[config.mk]
export PLATFORM = sky130hd
export DESIGN_NAME = i2c_regport_slave
export DESIGN_NICKNAME = d
export VERILOG_FILES = /design/src/rtl/i2c_rp_pkg.sv /design/src/rtl/i2c_rp_sync.sv /design/src/rtl/i2c_rp_ptr.sv /design/src/rtl/i2c_rp_engine.sv /design/src/rtl/i2c_regport_slave.sv
export SDC_FILE = /design/constraint.sdc
export NUM_CORES = 1
export LEC_CHECK = 0
export ABC_AREA = 1
export ABC_CLOCK_PERIOD_IN_PS = 2110
export BUFFER_PORTS_ARGS = -buffer_cell sky130_fd_sc_hd__buf_2
export CORE_ASPECT_RATIO = 1.1
export CORE_MARGIN = 10
export CORE_UTILIZATION = 51
export CTS_CLUSTER_SIZE = 8
export DETAILED_ROUTE_END_ITERATION = 16
export PLACE_DENSITY = 0.72
export SLEW_MARGIN = 20
export SYNTH_ARGS = -nofsm -noshare
export SYNTH_HDL_FRONTEND = slang
export SYNTH_SLANG_ARGS = --single-unit
[constraint.sdc]
create_clock -name clk -period 2.11 [get_ports clk]
set_input_delay 0.211 -clock clk [delete_from_list [all_inputs] [get_ports clk]]
set_output_delay 0.211 -clock clk [all_outputs]
set_load 0.005 [all_outputs]
[src/rtl/i2c_rp_pkg.sv]
package i2c_rp_pkg;

   // Protocol engine states
   typedef enum logic [3:0] {
      ST_IDLE,
      ST_ADDR,
      ST_ADDR_ACK,
      ST_PTR,
      ST_PTR_ACK,
      ST_WR,
      ST_WR_ACK,
      ST_RD,
      ST_RD_ACK
   } bus_state_e;

endpackage

[src/rtl/i2c_rp_sync.sv]
module i2c_rp_sync #(
   parameter int unsigned STAGES = 2
) (
   input  logic clk,
   input  logic rst_n,
   input  logic scl_i,
   input  logic sda_i,
   output logic sda_o,
   output logic scl_rise_o,
   output logic scl_fall_o,
   output logic start_o,
   output logic stop_o
);

   generate
      if (STAGES < 2) begin : g_bad_stages
         $error("i2c_rp_sync: STAGES must be at least 2");
      end
   endgenerate

   logic [STAGES-1:0] scl_q, sda_q;
   logic              scl_p, sda_p;
   logic              scl_s, sda_s;

   // Idle bus level is high, so all flops reset to 1
   always_ff @(posedge clk or negedge rst_n) begin
      if (!rst_n) begin
         scl_q <= '1;
         sda_q <= '1;
         scl_p <= 1'b1;
         sda_p <= 1'b1;
      end else begin
         scl_q <= {scl_q[STAGES-2:0], scl_i};
         sda_q <= {sda_q[STAGES-2:0], sda_i};
         scl_p <= scl_s;
         sda_p <= sda_s;
      end
   end

   assign scl_s      = scl_q[STAGES-1];
   assign sda_s      = sda_q[STAGES-1];
   assign sda_o      = sda_s;
   assign scl_rise_o = scl_s & ~scl_p;
   assign scl_fall_o = ~scl_s & scl_p;
   assign start_o    = scl_s & scl_p & sda_p & ~sda_s;
   assign stop_o     = scl_s & scl_p & ~sda_p & sda_s;

endmodule

[src/rtl/i2c_rp_ptr.sv]
module i2c_rp_ptr #(
   parameter int unsigned NUM_REGS = 11,
   parameter int unsigned BYTE_W   = 8,
   localparam int unsigned PTR_W   = $clog2(NUM_REGS)
) (
   input  logic              clk,
   input  logic              rst_n,
   input  logic              load_i,
   input  logic [BYTE_W-1:0] load_val_i,
   input  logic              step_i,
   input  logic              seq_dis_i,
   output logic [PTR_W-1:0]  ptr_o
);

   localparam logic [PTR_W-1:0]  LAST_P = PTR_W'(NUM_REGS - 1);
   localparam logic [BYTE_W-1:0] LAST_B = BYTE_W'(NUM_REGS - 1);

   logic [PTR_W-1:0] ptr_q;

   always_ff @(posedge clk or negedge rst_n) begin
      if (!rst_n) begin
         ptr_q <= '0;
      end else if (load_i) begin
         ptr_q <= (load_val_i > LAST_B) ? '0 : load_val_i[PTR_W-1:0];
      end else if (step_i && !seq_dis_i) begin
         ptr_q <= (ptr_q == LAST_P) ? '0 : ptr_q + 1'b1;
      end
   end

   assign ptr_o = ptr_q;


   ptr_range_chk: assert property (@(posedge clk) disable iff (!rst_n)
      ptr_q <= LAST_P);


   ptr_wrap_chk: assert property (@(posedge clk) disable iff (!rst_n)
      (step_i && !seq_dis_i && !load_i && ptr_q == LAST_P) |=> ptr_q == '0);


   ptr_hold_chk: assert property (@(posedge clk) disable iff (!rst_n)
      (step_i && seq_dis_i && !load_i) |=> $stable(ptr_q));


   ptr_clamp_chk: assert property (@(posedge clk) disable iff (!rst_n)
      (load_i && load_val_i > LAST_B) |=> ptr_q == '0);

endmodule

[src/rtl/i2c_rp_engine.sv]
module i2c_rp_engine
   import i2c_rp_pkg::*;
#(
   parameter int unsigned BYTE_W   = 8,
   parameter int unsigned STRAP_W  = 3,
   parameter int unsigned DEV_BASE = 'h20,
   localparam int unsigned ADDR_W  = BYTE_W - 1
) (
   input  logic               clk,
   input  logic               rst_n,
   input  logic               sda_s_i,
   input  logic               scl_rise_i,
   input  logic               scl_fall_i,
   input  logic               start_i,
   input  logic               stop_i,
   input  logic [STRAP_W-1:0] strap_i,
   input  logic [BYTE_W-1:0]  rdata_i,
   output logic               ptr_load_o,
   output logic [BYTE_W-1:0]  ptr_val_o,
   output logic               ptr_step_o,
   output logic               we_o,
   output logic [BYTE_W-1:0]  wdata_o,
   output logic               re_o,
   output logic               sda_oe_n_o
);

   localparam int unsigned      CNT_W  = $clog2(BYTE_W + 1);
   localparam logic [CNT_W-1:0] FULL   = CNT_W'(BYTE_W);
   localparam logic [ADDR_W-1:0] BASE_V = ADDR_W'(DEV_BASE);

   bus_state_e        state_q;
   logic [BYTE_W-1:0] rx_q, tx_q;
   logic [CNT_W-1:0]  cnt_q;
   logic              rw_q, mack_q, oe_n_q;
   logic              byte_done, addr_hit, load_tx;
   logic [ADDR_W-1:0] my_addr;

   // Generate variant: all address bits strapped, or a fixed prefix plus straps
   generate
      if (STRAP_W >= ADDR_W) begin : g_all_strap
         assign my_addr = strap_i[ADDR_W-1:0];
      end else begin : g_prefix
         assign my_addr = {BASE_V[ADDR_W-1:STRAP_W], strap_i};
      end
   endgenerate

   always_comb begin
      byte_done  = scl_fall_i && (cnt_q == FULL);
      addr_hit   = (rx_q[BYTE_W-1:1] == my_addr);
      ptr_load_o = (state_q == ST_PTR) && byte_done;
      we_o       = (state_q == ST_WR) && byte_done;
      load_tx    = scl_fall_i && (((state_q == ST_ADDR_ACK) && rw_q) ||
                                  ((state_q == ST_RD_ACK) && mack_q));
      re_o       = load_tx;
      ptr_step_o = we_o || ((state_q == ST_RD_ACK) && scl_rise_i);
   end

   assign ptr_val_o  = rx_q;
   assign wdata_o    = rx_q;
   assign sda_oe_n_o = oe_n_q;

   always_ff @(posedge clk or negedge rst_n) begin
      if (!rst_n) begin
         state_q <= ST_IDLE;
         rx_q    <= '0;
         tx_q    <= '0;
         cnt_q   <= '0;
         rw_q    <= 1'b0;
         mack_q  <= 1'b0;
         oe_n_q  <= 1'b1;
      end else if (start_i) begin
         state_q <= ST_ADDR;
         cnt_q   <= '0;
         oe_n_q  <= 1'b1;
      end else if (stop_i) begin
         state_q <= ST_IDLE;
         oe_n_q  <= 1'b1;
      end else begin
         case (state_q)
            ST_ADDR, ST_PTR, ST_WR: begin
               if (scl_rise_i && cnt_q != FULL) begin
                  rx_q  <= {rx_q[BYTE_W-2:0], sda_s_i};
                  cnt_q <= cnt_q + 1'b1;
               end
               if (byte_done) begin
                  if (state_q == ST_ADDR) begin
                     if (addr_hit) begin
                        rw_q    <= rx_q[0];
                        oe_n_q  <= 1'b0;
                        state_q <= ST_ADDR_ACK;
                     end else begin
                        state_q <= ST_IDLE;
                     end
                  end else begin
                     oe_n_q  <= 1'b0;
                     state_q <= (state_q == ST_PTR) ? ST_PTR_ACK : ST_WR_ACK;
                  end
               end
            end
            ST_ADDR_ACK: begin
               if (scl_fall_i) begin
                  if (rw_q) begin
                     tx_q    <= rdata_i;
                     oe_n_q  <= rdata_i[BYTE_W-1];
                     cnt_q   <= CNT_W'(1);
                     state_q <= ST_RD;
                  end else begin
                     oe_n_q  <= 1'b1;
                     cnt_q   <= '0;
                     state_q <= ST_PTR;
                  end
               end
            end
            ST_PTR_ACK, ST_WR_ACK: begin
               if (scl_fall_i) begin
                  oe_n_q  <= 1'b1;
                  cnt_q   <= '0;
                  state_q <= ST_WR;
               end
            end
            ST_RD: begin
               if (scl_fall_i) begin
                  if (cnt_q == FULL) begin
                     oe_n_q  <= 1'b1;
                     state_q <= ST_RD_ACK;
                  end else begin
                     tx_q   <= {tx_q[BYTE_W-2:0], 1'b0};
                     oe_n_q <= tx_q[BYTE_W-2];
                     cnt_q  <= cnt_q + 1'b1;
                  end
               end
            end
            ST_RD_ACK: begin
               if (scl_rise_i) begin
                  mack_q <= ~sda_s_i;
               end
               if (scl_fall_i) begin
                  if (mack_q) begin
                     tx_q    <= rdata_i;
                     oe_n_q  <= rdata_i[BYTE_W-1];
                     cnt_q   <= CNT_W'(1);
                     state_q <= ST_RD;
                  end else begin
                     state_q <= ST_IDLE;
                  end
               end
            end
            default: begin
               state_q <= ST_IDLE;
            end
         endcase
      end
   end


   strobe_excl_chk: assert property (@(posedge clk) disable iff (!rst_n)
      !(we_o && re_o));


   we_single_chk: assert property (@(posedge clk) disable iff (!rst_n)
      we_o |=> !we_o);


   re_single_chk: assert property (@(posedge clk) disable iff (!rst_n)
      re_o |=> !re_o);


   rx_quiet_chk: assert property (@(posedge clk) disable iff (!rst_n)
      (state_q == ST_IDLE || state_q == ST_ADDR || state_q == ST_PTR ||
       state_q == ST_WR) |-> sda_oe_n_o);


   nack_release_chk: assert property (@(posedge clk) disable iff (!rst_n)
      (state_q == ST_RD_ACK && scl_fall_i && !mack_q) |=>
      (state_q == ST_IDLE && sda_oe_n_o));

endmodule

[src/rtl/i2c_regport_slave.sv]
module i2c_regport_slave #(
   parameter int unsigned BYTE_W      = 8,
   parameter int unsigned NUM_REGS    = 11,
   parameter int unsigned STRAP_W     = 3,
   parameter int unsigned DEV_BASE    = 'h20,
   parameter int unsigned SYNC_STAGES = 2,
   localparam int unsigned PTR_W      = $clog2(NUM_REGS)
) (
   input  logic               clk,
   input  logic               rst_n,
   input  logic               scl_i,
   input  logic               sda_i,
   output logic               sda_oe_n_o,
   input  logic [STRAP_W-1:0] strap_i,
   input  logic               seq_dis_i,
   output logic [PTR_W-1:0]   reg_addr_o,
   output logic [BYTE_W-1:0]  reg_wdata_o,
   output logic               reg_we_o,
   input  logic [BYTE_W-1:0]  reg_rdata_i,
   output logic               reg_re_o
);

   generate
      if (BYTE_W < 4) begin : g_bad_byte
         $error("i2c_regport_slave: BYTE_W too small");
      end
      if (NUM_REGS < 2 || NUM_REGS > (1 << BYTE_W)) begin : g_bad_regs
         $error("i2c_regport_slave: NUM_REGS out of range");
      end
      if (STRAP_W < 1 || STRAP_W > BYTE_W - 1) begin : g_bad_strap
         $error("i2c_regport_slave: STRAP_W out of range");
      end
   endgenerate

   logic              sda_s, scl_rise, scl_fall, start_c, stop_c;
   logic              ptr_load, ptr_step;
   logic [BYTE_W-1:0] ptr_val;

   i2c_rp_sync #(.STAGES(SYNC_STAGES)) u_sync (
      .clk        (clk),
      .rst_n      (rst_n),
      .scl_i      (scl_i),
      .sda_i      (sda_i),
      .sda_o      (sda_s),
      .scl_rise_o (scl_rise),
      .scl_fall_o (scl_fall),
      .start_o    (start_c),
      .stop_o     (stop_c)
   );

   i2c_rp_engine #(
      .BYTE_W   (BYTE_W),
      .STRAP_W  (STRAP_W),
      .DEV_BASE (DEV_BASE)
   ) u_engine (
      .clk        (clk),
      .rst_n      (rst_n),
      .sda_s_i    (sda_s),
      .scl_rise_i (scl_rise),
      .scl_fall_i (scl_fall),
      .start_i    (start_c),
      .stop_i     (stop_c),
      .strap_i    (strap_i),
      .rdata_i    (reg_rdata_i),
      .ptr_load_o (ptr_load),
      .ptr_val_o  (ptr_val),
      .ptr_step_o (ptr_step),
      .we_o       (reg_we_o),
      .wdata_o    (reg_wdata_o),
      .re_o       (reg_re_o),
      .sda_oe_n_o (sda_oe_n_o)
   );

   i2c_rp_ptr #(
      .NUM_REGS (NUM_REGS),
      .BYTE_W   (BYTE_W)
   ) u_ptr (
      .clk        (clk),
      .rst_n      (rst_n),
      .load_i     (ptr_load),
      .load_val_i (ptr_val),
      .step_i     (ptr_step),
      .seq_dis_i  (seq_dis_i),
      .ptr_o      (reg_addr_o)
   );

endmodule

==> reports/qor.csv, run 1 <==
metric;value;unit
synthTopCellsByCount;nand2_1 (113), inv_1 (40), nand3_1 (34), nor2_1 (34), dfrtp_1 (29);
start_kind;register;
final_util;58.8;%
synth_nets;350;
clk_pin_slew_worst_paths;0.08;ns
vias_per_cell;5.06;
post_cts_buffers;0;
synth_top_family_by_area;simple AND/OR/NAND/NOR gates;
rr_startpoint;u_sync.scl_p;
ys_types;28;
cp_slowest_cell;dfrtp_1;
tightest_slew;0.792;ns
antenna_cells;0;
track_usage;13.9;%
grt_pass1_vias;1924;
root_buffer;clkbuf_8;
first_pass_iters;4;
async_flop_share;100;%
io_buffers;30;
finalHoldViolCount;8;
leakagePower;1.38;nW
end_kind;output pin;
overflow;0;
cp_max_fo;8;
violations;negative hold slack;
vias;2119;
reg2reg_depth;9;
rows;25;
grt_pass1_wl;8670;um
maxSlewViolCount;0;
drc;0;
first_iter_violations;159;
start_util;52.4;%
yosys_warnings;0;
synthXorXnorAreaFrac;0.780;%
status;finished with violations;
wl;5040;um
dp_slack;0.255;ns
synthFlopType;dfrtp_1;
synthTopCellsByArea;dfrtp_1 (32%), nand2_1 (19%), dfstp_2 (8.2%);
crit_chain;inv_2 > nand2_1 > nor2_1 > nand2_1 > a21oi_1 > buf_2;
crit_type;reg -> out;
cts_resized;0;
die_w;83.3;um
rsz0062_at_grt;false;
synthAdderAreaFrac;1.11;%
fin_nets;382;
slowest_delay;0.48;ns
syn-cell-area;2250;um2
die_h;89.6;um
io_pins;31;
powerDensity;1170;nW/um2
ant_nets;0;
area_growth;12.3;%
cts-htree-levels;2;
whs;-0.0149;ns
grt_start_max_net_pins;37;
cp_data_required_time;1.90;ns
irDropWorstVdd;0.591;mV
insertion_delay;0.30;ns
cpMostUsedCell;nand2_1;
fin_setup_tns;0;ns
holdCritPathClass;in -> async;
synth-edff-count;0;
path_buf_inv;2;
synthMuxAreaShare;0;%
skew;0.0100;ns
setup_ws;0.200;ns
setup_viol;0;
crit_family;flip-flops;
synth-compound-area-share;9.64;%
min_period;1.91;ns
synth_largest_area_cell;dfrtp_1;
period_share;90.5;%
postSynthCellCount;332;
cts_made_buffers;5;
place_congestion;0.895;
num-fill-cells;410;
core_area;4290;um2
ctsHoldBuffers;0;
hpwl;3900;um
dieArea;7460;um2
syn_avg_cell_area;6.76;um2
synth-seq-area-share;40.5;%
r2r_slack;0.24;ns
yosys.area_share.simple;39.0;%
antenna_found_initial;0;
wl_per_cell;12.0;um
cap_viol_max_count;0;
ys_seq_elements;36;
yosys.cell_count.top_type;nand2_1;
yosys.area.top_type_share;32.3;%
worst_r2r_endpoint;u_engine.tx_q[0];
cts_tree;built;
drive_above_1_share;17.3;%
arrival;1.70;ns
maxSlewHeadroom;47.2;%
fmax;524;MHz
clock_sinks;36;
clock_path_buffers;2;
## cell families (layout without fill, tap and decap cells)
group                      Yosys count  after routing
DFF                                 36             36
adders and majority gates            2              2
and+or+nand+nor                    202            202
xor gates and xnor gates             2              2
AOI/OAI and AO/OA                   41             41
buffers and inverters               49             82
## cell usage in the layout (no fill, tap or decap)
master	count
a21boi_1	1
a21oi_1	4
and3_1	1
buf_2	30
buf_4	1
clkbuf_8	5
clkinv_2	1
clkinvlp_4	1
dfrtp_1	29
dfstp_2	7
ha_1	2
inv_1	40
inv_2	3
inv_6	1
nand2_1	113
nand2_2	4
nand3_1	34
nand3_2	4
nand4_1	2
nor2_1	34
nor2_2	2
nor2_4	2
nor3_1	5
nor3_2	1
o211ai_1	1
o21ai_0	26
o21ai_1	8
o21bai_2	1
xnor2_1	1
xor2_1	1
## worst max-delay path by stage
stage                                    from               end  slack, ns  depth (start not counted)
final                     u_engine.state_q[0]          reg_re_o       0.20                          6
after global routing             u_sync.scl_p  u_engine.tx_q[6]       0.01                          9
after CTS                 u_engine.state_q[0]          reg_re_o       0.23                          6
after detailed placement         u_sync.scl_p  u_engine.tx_q[0]       0.25                          9
after global placement           u_sync.scl_p  u_engine.tx_q[0]       0.31                          9
after floorplan               u_sync.scl_q[1]    u_ptr.ptr_o[0]       0.57                         10
## sequential cells by signal, indices dropped and copies added, names as in the netlist
register	count
u_sync.scl_p	1
u_engine.mack_q	1
u_engine.state_q	4
u_engine.sda_oe_n_o	1
u_engine.tx_q	7
u_engine.ptr_val_o	8
u_sync.sda_p	1
u_engine.cnt_q	4
u_sync.sda_q	2
u_engine.rw_q	1
u_sync.scl_q	2
u_ptr.ptr_o	4
## stage by stage
stage	total power [W]	cell area (um2)	instances
floorplan	0.00212	2250	332
global placement	0.00244	2430	411
detailed placement	0.00245	2430	411
CTS	0.00296	2520	419
global route	0.00324	2520	419
finish	0.00294	2520	419
## per-layer routing
layer  vias to the layer above  part of all wire (%)  track usage [%]
met3                         7                   4.6             3.34
met1                       943                    47             17.4
met5                         -                     0                0
met4                         0                   1.6             5.11
li1                       1112                     -                -
met2                        57                    47             23.0
## power breakdown
group,internal (W),switching [W]
clock,0.000234,0.000265
combinational,0.000481,0.000869
sequential,0.000913,0.000178
## layout make-up
cell class	instances	area, um2	area share, %
multi-input combinational	247	1130	45.0
sequential	36	910	36.1
inverter	43	161	6.40
timing repair buffer	31	158	6.25
clock buffer	5	68.8	2.73
tap	54	67.6	2.68
clock inverter	3	21.3	0.844
(Power assumes the default switching activity.)
==> inputs of run 2 (changes only) <==
--- a/config.mk
+++ b/config.mk
@@ -6,7 +6,7 @@
 export NUM_CORES = 1
 export LEC_CHECK = 0
 export ABC_AREA = 1
-export ABC_CLOCK_PERIOD_IN_PS = 2110
+export ABC_CLOCK_PERIOD_IN_PS = 2000
 export BUFFER_PORTS_ARGS = -buffer_cell sky130_fd_sc_hd__buf_2
 export CORE_ASPECT_RATIO = 1.1
 export CORE_MARGIN = 10
==> constraint.sdc (replaced) <==
create_clock -name clk -period 2 [get_ports clk]
set_input_delay 0.2 -clock clk [delete_from_list [all_inputs] [get_ports clk]]
set_output_delay 0.2 -clock clk [all_outputs]
set_load 0.005 [all_outputs]
==> run 2 against run 1 <==
Net effect:
- the run still ends with negative hold slack left
- combinational power increased by 7%
- non-clock buffer count increased by 4
- cell count increased by 0.95%
- largest cell class unchanged
- register-to-register slack got worse by 0.05 ns
- wire length increased by 2.4%
- critical path type unchanged
- setup slack got worse by 0.029 ns
- sequential share of layout area decreased by 0.87 points
- utilization increased by 1.5 points
- global-route usage increased by 0.22 points
- critical path depth unchanged
- sequential cell count unchanged
==> reports/qor.csv, run 2 (synthesis gave the netlist of run 1 again) <==
metric;value;unit;change
use_met1;16.9;%;-0.49 points
reg2reg_depth;9;;unchanged
clock_sinks;36;;unchanged
root_buffer;clkbuf_8;;
cp_max_fo;8;;unchanged
fmax;547;MHz;
vias_per_cell;5.15;;+1.8%
top_usage_layer;met2;;
min_period;1.83;ns;
whs;-0.0124;ns;+0.00250 ns
grt_start_max_net_pins;37;;unchanged
insertion_delay;0.29;ns;about the same
setup_viol;0;;unchanged
io_buffers;30;;unchanged
multiInputGateArea;1140;um2;+0.22%
num-fill-cells;404;;-1.5%
place_congestion;0.947;;+5.8%
overflow;0;;unchanged
clk_pin_slew_worst_paths;0.08;ns;about the same
holdCritPathClass;in -> async;;
grt_pass1_wl;8800;um;+1.4%
drive_above_1_share;17.9;%;+0.63 points
io_pins;31;;unchanged
finalHoldViolCount;21;;+13
cts-htree-levels;2;;unchanged
maxSlewViolCount;0;;unchanged
largest_register_ffs;8;;unchanged
cts_made_buffers;5;;unchanged
crit_chain;inv_2 > nand2_1 > nor2_2 > nand2_1 > a21oi_1 > buf_2;;
powerDensity;1260;nW/um2;+7.9%
status;finished with violations;;
rsz0062_at_grt;false;;
first_iter_violations;140;;-12%
final_common_cell;nand2_1;;
start_kind;register;;
maxSlewHeadroom;46.5;%;-0.65 points
setup_ws;0.172;ns;-0.0286 ns
drc;0;;unchanged
fin_setup_tns;0;ns;unchanged
wl;5160;um;+2.4%
layout_common_cells;nand2_1 (113), inv_1 (40), nand3_1 (34), nor2_1 (33), buf_2 (30);;
cts_tree;built;;
wl_per_cell;12.2;um;+1.5%
cap_viol_max_count;0;;unchanged
seq_area;910;um2;unchanged
start_util;52.4;%;unchanged
vias;2177;;+2.7%
cp_slowest_cell;dfrtp_1;;
clock_path_buffers;2;;unchanged
fin_nets;386;;+1.0%
leakagePower;1.40;nW;+2.0%
placed_cell_area;2450;um2;+0.62%
tightest_slew;0.802;ns;+0.00980 ns
slowest_delay;0.48;ns;about the same
grt_pass1_vias;1986;;+3.2%
skew;0.00592;ns;-0.00412 ns
cpMostUsedCell;nand2_1;;
post_cts_buffers;0;;unchanged
cp_data_required_time;1.80;ns;-0.10 ns
use_met2;23.5;%;+0.49 points
hpwl;4020;um;+3.1%
end_kind;output pin;;
core_area;4290;um2;unchanged
rows;25;;unchanged
arrival;1.63;ns;-0.07 ns
crit_type;reg -> out;;
design_area;2580;um2;+2.5%
irDropWorstVdd;0.572;mV;-3.2%
grtUsageMet3;3.97;%;+0.63 points
antenna_found_initial;0;;unchanged
dieArea;7460;um2;unchanged
first_pass_iters;4;;unchanged
track_usage;14.1;%;+0.22 points
violations;negative hold slack;;
antenna_cells;0;;unchanged
power;0.00325;W;+11%
die_w;83.3;um;unchanged
period_share;91.4;%;
dp_slack;0.204;ns;-0.0512 ns
area_growth;15.0;%;
final_util;60.3;%;+1.5 points
die_h;89.6;um;unchanged
ant_nets;0;;unchanged
==> run 2: changes by cell type in the layout (fill, tap and decap cells not counted) <==
| cell | delta |
|---|---|
| buf_4 | +2 |
| bufinv_16 | +1 |
| clkinv_2 | -1 |
| dlygate4sd3_1 | +2 |
| nor2_1 | -1 |
| nor2_2 | +1 |
==> run 2: worst paths after layout <==
path,slack [ns],endpoint,startpoint
setup reg to reg,0.19,u_engine.tx_q[0],u_sync.scl_p
hold / removal,-0.01,u_engine.cnt_q[0],rst_n
max in group asynchronous,1.51,u_engine.ptr_val_o[2],rst_n
min in group clk,0.14,u_engine.tx_q[0],reg_rdata_i[0]
setup / recovery,0.17,reg_re_o,u_engine.state_q[0]
hold reg to reg,0.36,u_sync.sda_q[1],u_sync.sda_q[0]
==> run 2: power by group <==
part | switching (W) | total, W | internal, W
logic | 0.000935 | 0.00145 | 0.000513
clock network | 0.000278 | 0.000653 | 0.000375
registers | 0.000189 | 0.00115 | 0.000963
==> run 2: worst max-delay path, delay by kind of cell, from the launching register on <==
| family | cells | cell delay, ns |
|---|---|---|
| buf+inv | 2 | 0.27 |
| flops | 1 | 0.48 |
| compound gates | 1 | 0.18 |
| simple gates | 3 | 0.42 |
==> run 2: layout make-up <==
type	count	share of cell area, %
Clock buffer	5	2.66
Sequential cell	36	35.2
Inverter	43	6.25
Timing Repair Buffer	35	7.46
Multi-Input combinational cell	247	44.0
Tap cell	54	2.62
Clock inverter	3	1.79
==> run 2: layer usage <==
layer	part of all wire [%]	vias up
met2	47	58
met4	2.2	0
met5	0	-
li1	-	1119
met1	46	991
met3	5.2	9
==> run 2: timing repair <==
action | 4_1_cts | 5_1_grt
gates resized for setup | 0 | 1
setup endpoints to repair | 0 | 1
hold buffers | 2 | 0
hold endpoints to repair | 2 | 0
==> run 2: stage by stage <==
step                      std cells  hold WS, ns
after floorplan                 332      -0.0956
after global placement          413        0.305
after detailed placement        413        0.308
after CTS                       423       0.0184
after global routing            423       0.0494
final                           423      -0.0124
==> inputs of run 3 (changes only) <==
--- a/config.mk
+++ b/config.mk
@@ -14,7 +14,7 @@
 export CTS_CLUSTER_SIZE = 8
 export DETAILED_ROUTE_END_ITERATION = 16
 export PLACE_DENSITY = 0.72
-export SLEW_MARGIN = 20
+export SLEW_MARGIN = 10
 export SYNTH_ARGS = -nofsm -noshare
 export SYNTH_HDL_FRONTEND = slang
 export SYNTH_SLANG_ARGS = --single-unit
==> constraint.sdc (replaced) <==
create_clock -name clk -period 2 [get_ports clk]
set_input_delay 0 -clock clk [delete_from_list [all_inputs] [get_ports clk]]
set_output_delay 0 -clock clk [all_outputs]
set_load 0.005 [all_outputs]
==> run 3 against run 2 <==
Net effect:
- the run now ends clean
- clock power about the same
- die area is the same
- design area rose by 0.68%
- via count grew 0.14%
- critical path type is now reg -> reg
- largest cell class unchanged
- largest power group unchanged
==> reports/qor.csv, run 3 (synthesis gave the netlist of run 1 again) <==
metric;value;unit;change
first_iter_violations;130;;-7.1%
wl_met2;2380;um;-0.91%
antenna_cells;0;;unchanged
skew;0.00633;ns;+0.000412 ns
vias;2180;;+0.14%
num-fill-cells;402;;-0.50%
leakagePower;1.41;nW;+0.63%
arrival;1.99;ns;+0.36 ns
powerDensity;1250;nW/um2;-0.76%
place_inst;413;;unchanged
pwr-share-comb;44.5;%;about the same
cts-htree-levels;2;;unchanged
placed_cell_area;2450;um2;unchanged
grt_pass1_vias;1996;;+0.50%
top_layer_used;met4;;
antenna_found_initial;0;;unchanged
rr_startpoint;u_sync.scl_p;;
p_clk_share;20.1;%;about the same
rsz0062_at_grt;false;;
fmax;553;MHz;+1.2%
whs;0.0110;ns;+0.0233 ns
first_pass_iters;5;;+1
die_h;89.6;um;unchanged
r2r_slack;0.19;ns;about the same
area_growth;15.8;%;
seqPwrFrac;35.4;%;about the same
grt_start_max_net_pins;37;;unchanged
cts_tree;built;;
wl_met3;248;um;-6.8%
drt-met1-wl;2440;um;+2.5%
hold_depth;5;;
hold_path_end;u_engine.tx_q[1];;
cts_resized;0;;unchanged
irDropWorstVdd;0.573;mV;about the same
cp_max_fo;13;;+5
min_period;1.81;ns;-0.0213 ns
final_common_cell;nand2_1;;
clock_sinks;36;;unchanged
power;0.00325;W;about the same
start_util;52.4;%;unchanged
insertion_delay;0.29;ns;about the same
largest_register_ffs;8;;unchanged
cap_viol_max_count;0;;unchanged
hp-start;reg_rdata_i[1];;
wl;5180;um;+0.39%
place_congestion;0.947;;unchanged
grt_pass1_wl;8840;um;+0.47%
status;finished clean;;
wl_per_cell;12.2;um;about the same
cp_data_required_time;2.19;ns;+0.39 ns
finalHoldViolCount;0;;-100%
start_kind;register;;
ant_nets;0;;unchanged
io_buffers;30;;unchanged
maxSlewViolCount;0;;unchanged
tightest_slew;0.802;ns;-0.000203 ns
fin_nets;388;;+0.52%
period_share;90.3;%;-1.1 points
p_int;0.00185;W;about the same
maxSlewHeadroom;46.6;%;about the same
clock_path_buffers;2;;unchanged
root_buffer;clkbuf_8;;
overflow;0;;unchanged
die_w;83.3;um;unchanged
track_usage;14.2;%;+0.060 points
rows;25;;unchanged
setup_viol;0;;unchanged
reg2reg_depth;9;;unchanged
core_area;4290;um2;unchanged
power_switching;0.00140;W;-0.29%
hpwl;4020;um;unchanged
dieArea;7460;um2;unchanged
crit_type;reg -> reg;;
end_kind;register;;
layout_common_cells;nand2_1 (113), inv_1 (40), nor2_1 (34), nand3_1 (34), buf_2 (30);;
holdCritPathClass;in -> reg;;
clk_pin_slew_worst_paths;0.08;ns;about the same
io_pins;31;;unchanged
drive_above_1_share;17.5;%;-0.37 points
worst_r2r_endpoint;u_engine.tx_q[0];;
cts_made_buffers;5;;unchanged
swShare;43.0;%;-0.086 points
drc;0;;unchanged
fin_setup_tns;0;ns;unchanged
design_area;2600;um2;+0.68%
final_cells;425;;+0.47%
vias_per_cell;5.13;;-0.33%
run 3: cell types whose count changed in the layout (fill, tap and decap cells not counted):
cell and change:
nor2_2 -1, dlygate4sd3_1 +2, nor2_1 +1
run 3: routing by layer:
layer  global-route usage [%]  vias up
met5                        0        -
met4                     6.19        0
met3                     3.97        9
met2                     23.7       50
met1                     16.9     1000
li1                         -     1121
run 3: cell type report:
class,instances,area [um2],share of cell area [%]
clock buffers,5,68.8,2.65
clock inverters,3,46.3,1.78
inverters,43,161,6.20
multi-input cells,247,1130,43.6
flip-flops and latches,36,910,35.0
well taps,54,67.6,2.60
repair buffers,37,213,8.18
run 3: power by group through the flow:
stage,Clock [W],Sequential (W),Combinational (W)
6_report,0.000652,0.00115,0.00145
5_1_grt,0.000710,0.00119,0.00167
4_1_cts,0.000667,0.00115,0.00145
3_5_place_dp,0,0.00116,0.00144
3_3_place_gp,0,0.00116,0.00143
2_1_floorplan,0,0.00113,0.00111
run 3: worst max-delay path, cell delays in order, from the launching register on:
cell and delay, ns:
dfstp_2 0.57, nand2_1 0.19, nand3_1 0.17, nand2_1 0.06, nor2_1 0.15, nand2_1 0.11, nor2_4 0.23, inv_1 0.09
nand2_1 0.07, nand2_1 0.05
run 3: through the flow:
stage	setup slack [ns]	util, %
final	0.193	60.7
after global routing	0.0368	60.7
after CTS	0.187	60.7
after detailed placement	0.204	57.1
after global placement	0.261	57.1
after floorplan	0.463	-
run 3: what timing repair did:
action | in CTS | in global routing
endpoints found under the setup margin | 0 | 0
hold buffers | 4 | 0
setup buffers | 0 | 0
hold endpoints to repair | 32 | 0
run 3: worst max-delay path by stage:
stage / start / endpoint
final: u_sync.scl_p / u_engine.tx_q[0]
after global routing: u_sync.scl_p / u_engine.tx_q[0]
after CTS: u_sync.scl_p / u_engine.tx_q[0]
after detailed placement: u_sync.scl_p / u_engine.tx_q[0]
after global placement: u_sync.scl_p / u_engine.tx_q[0]
after floorplan: u_sync.scl_q[1] / u_ptr.ptr_o[0]
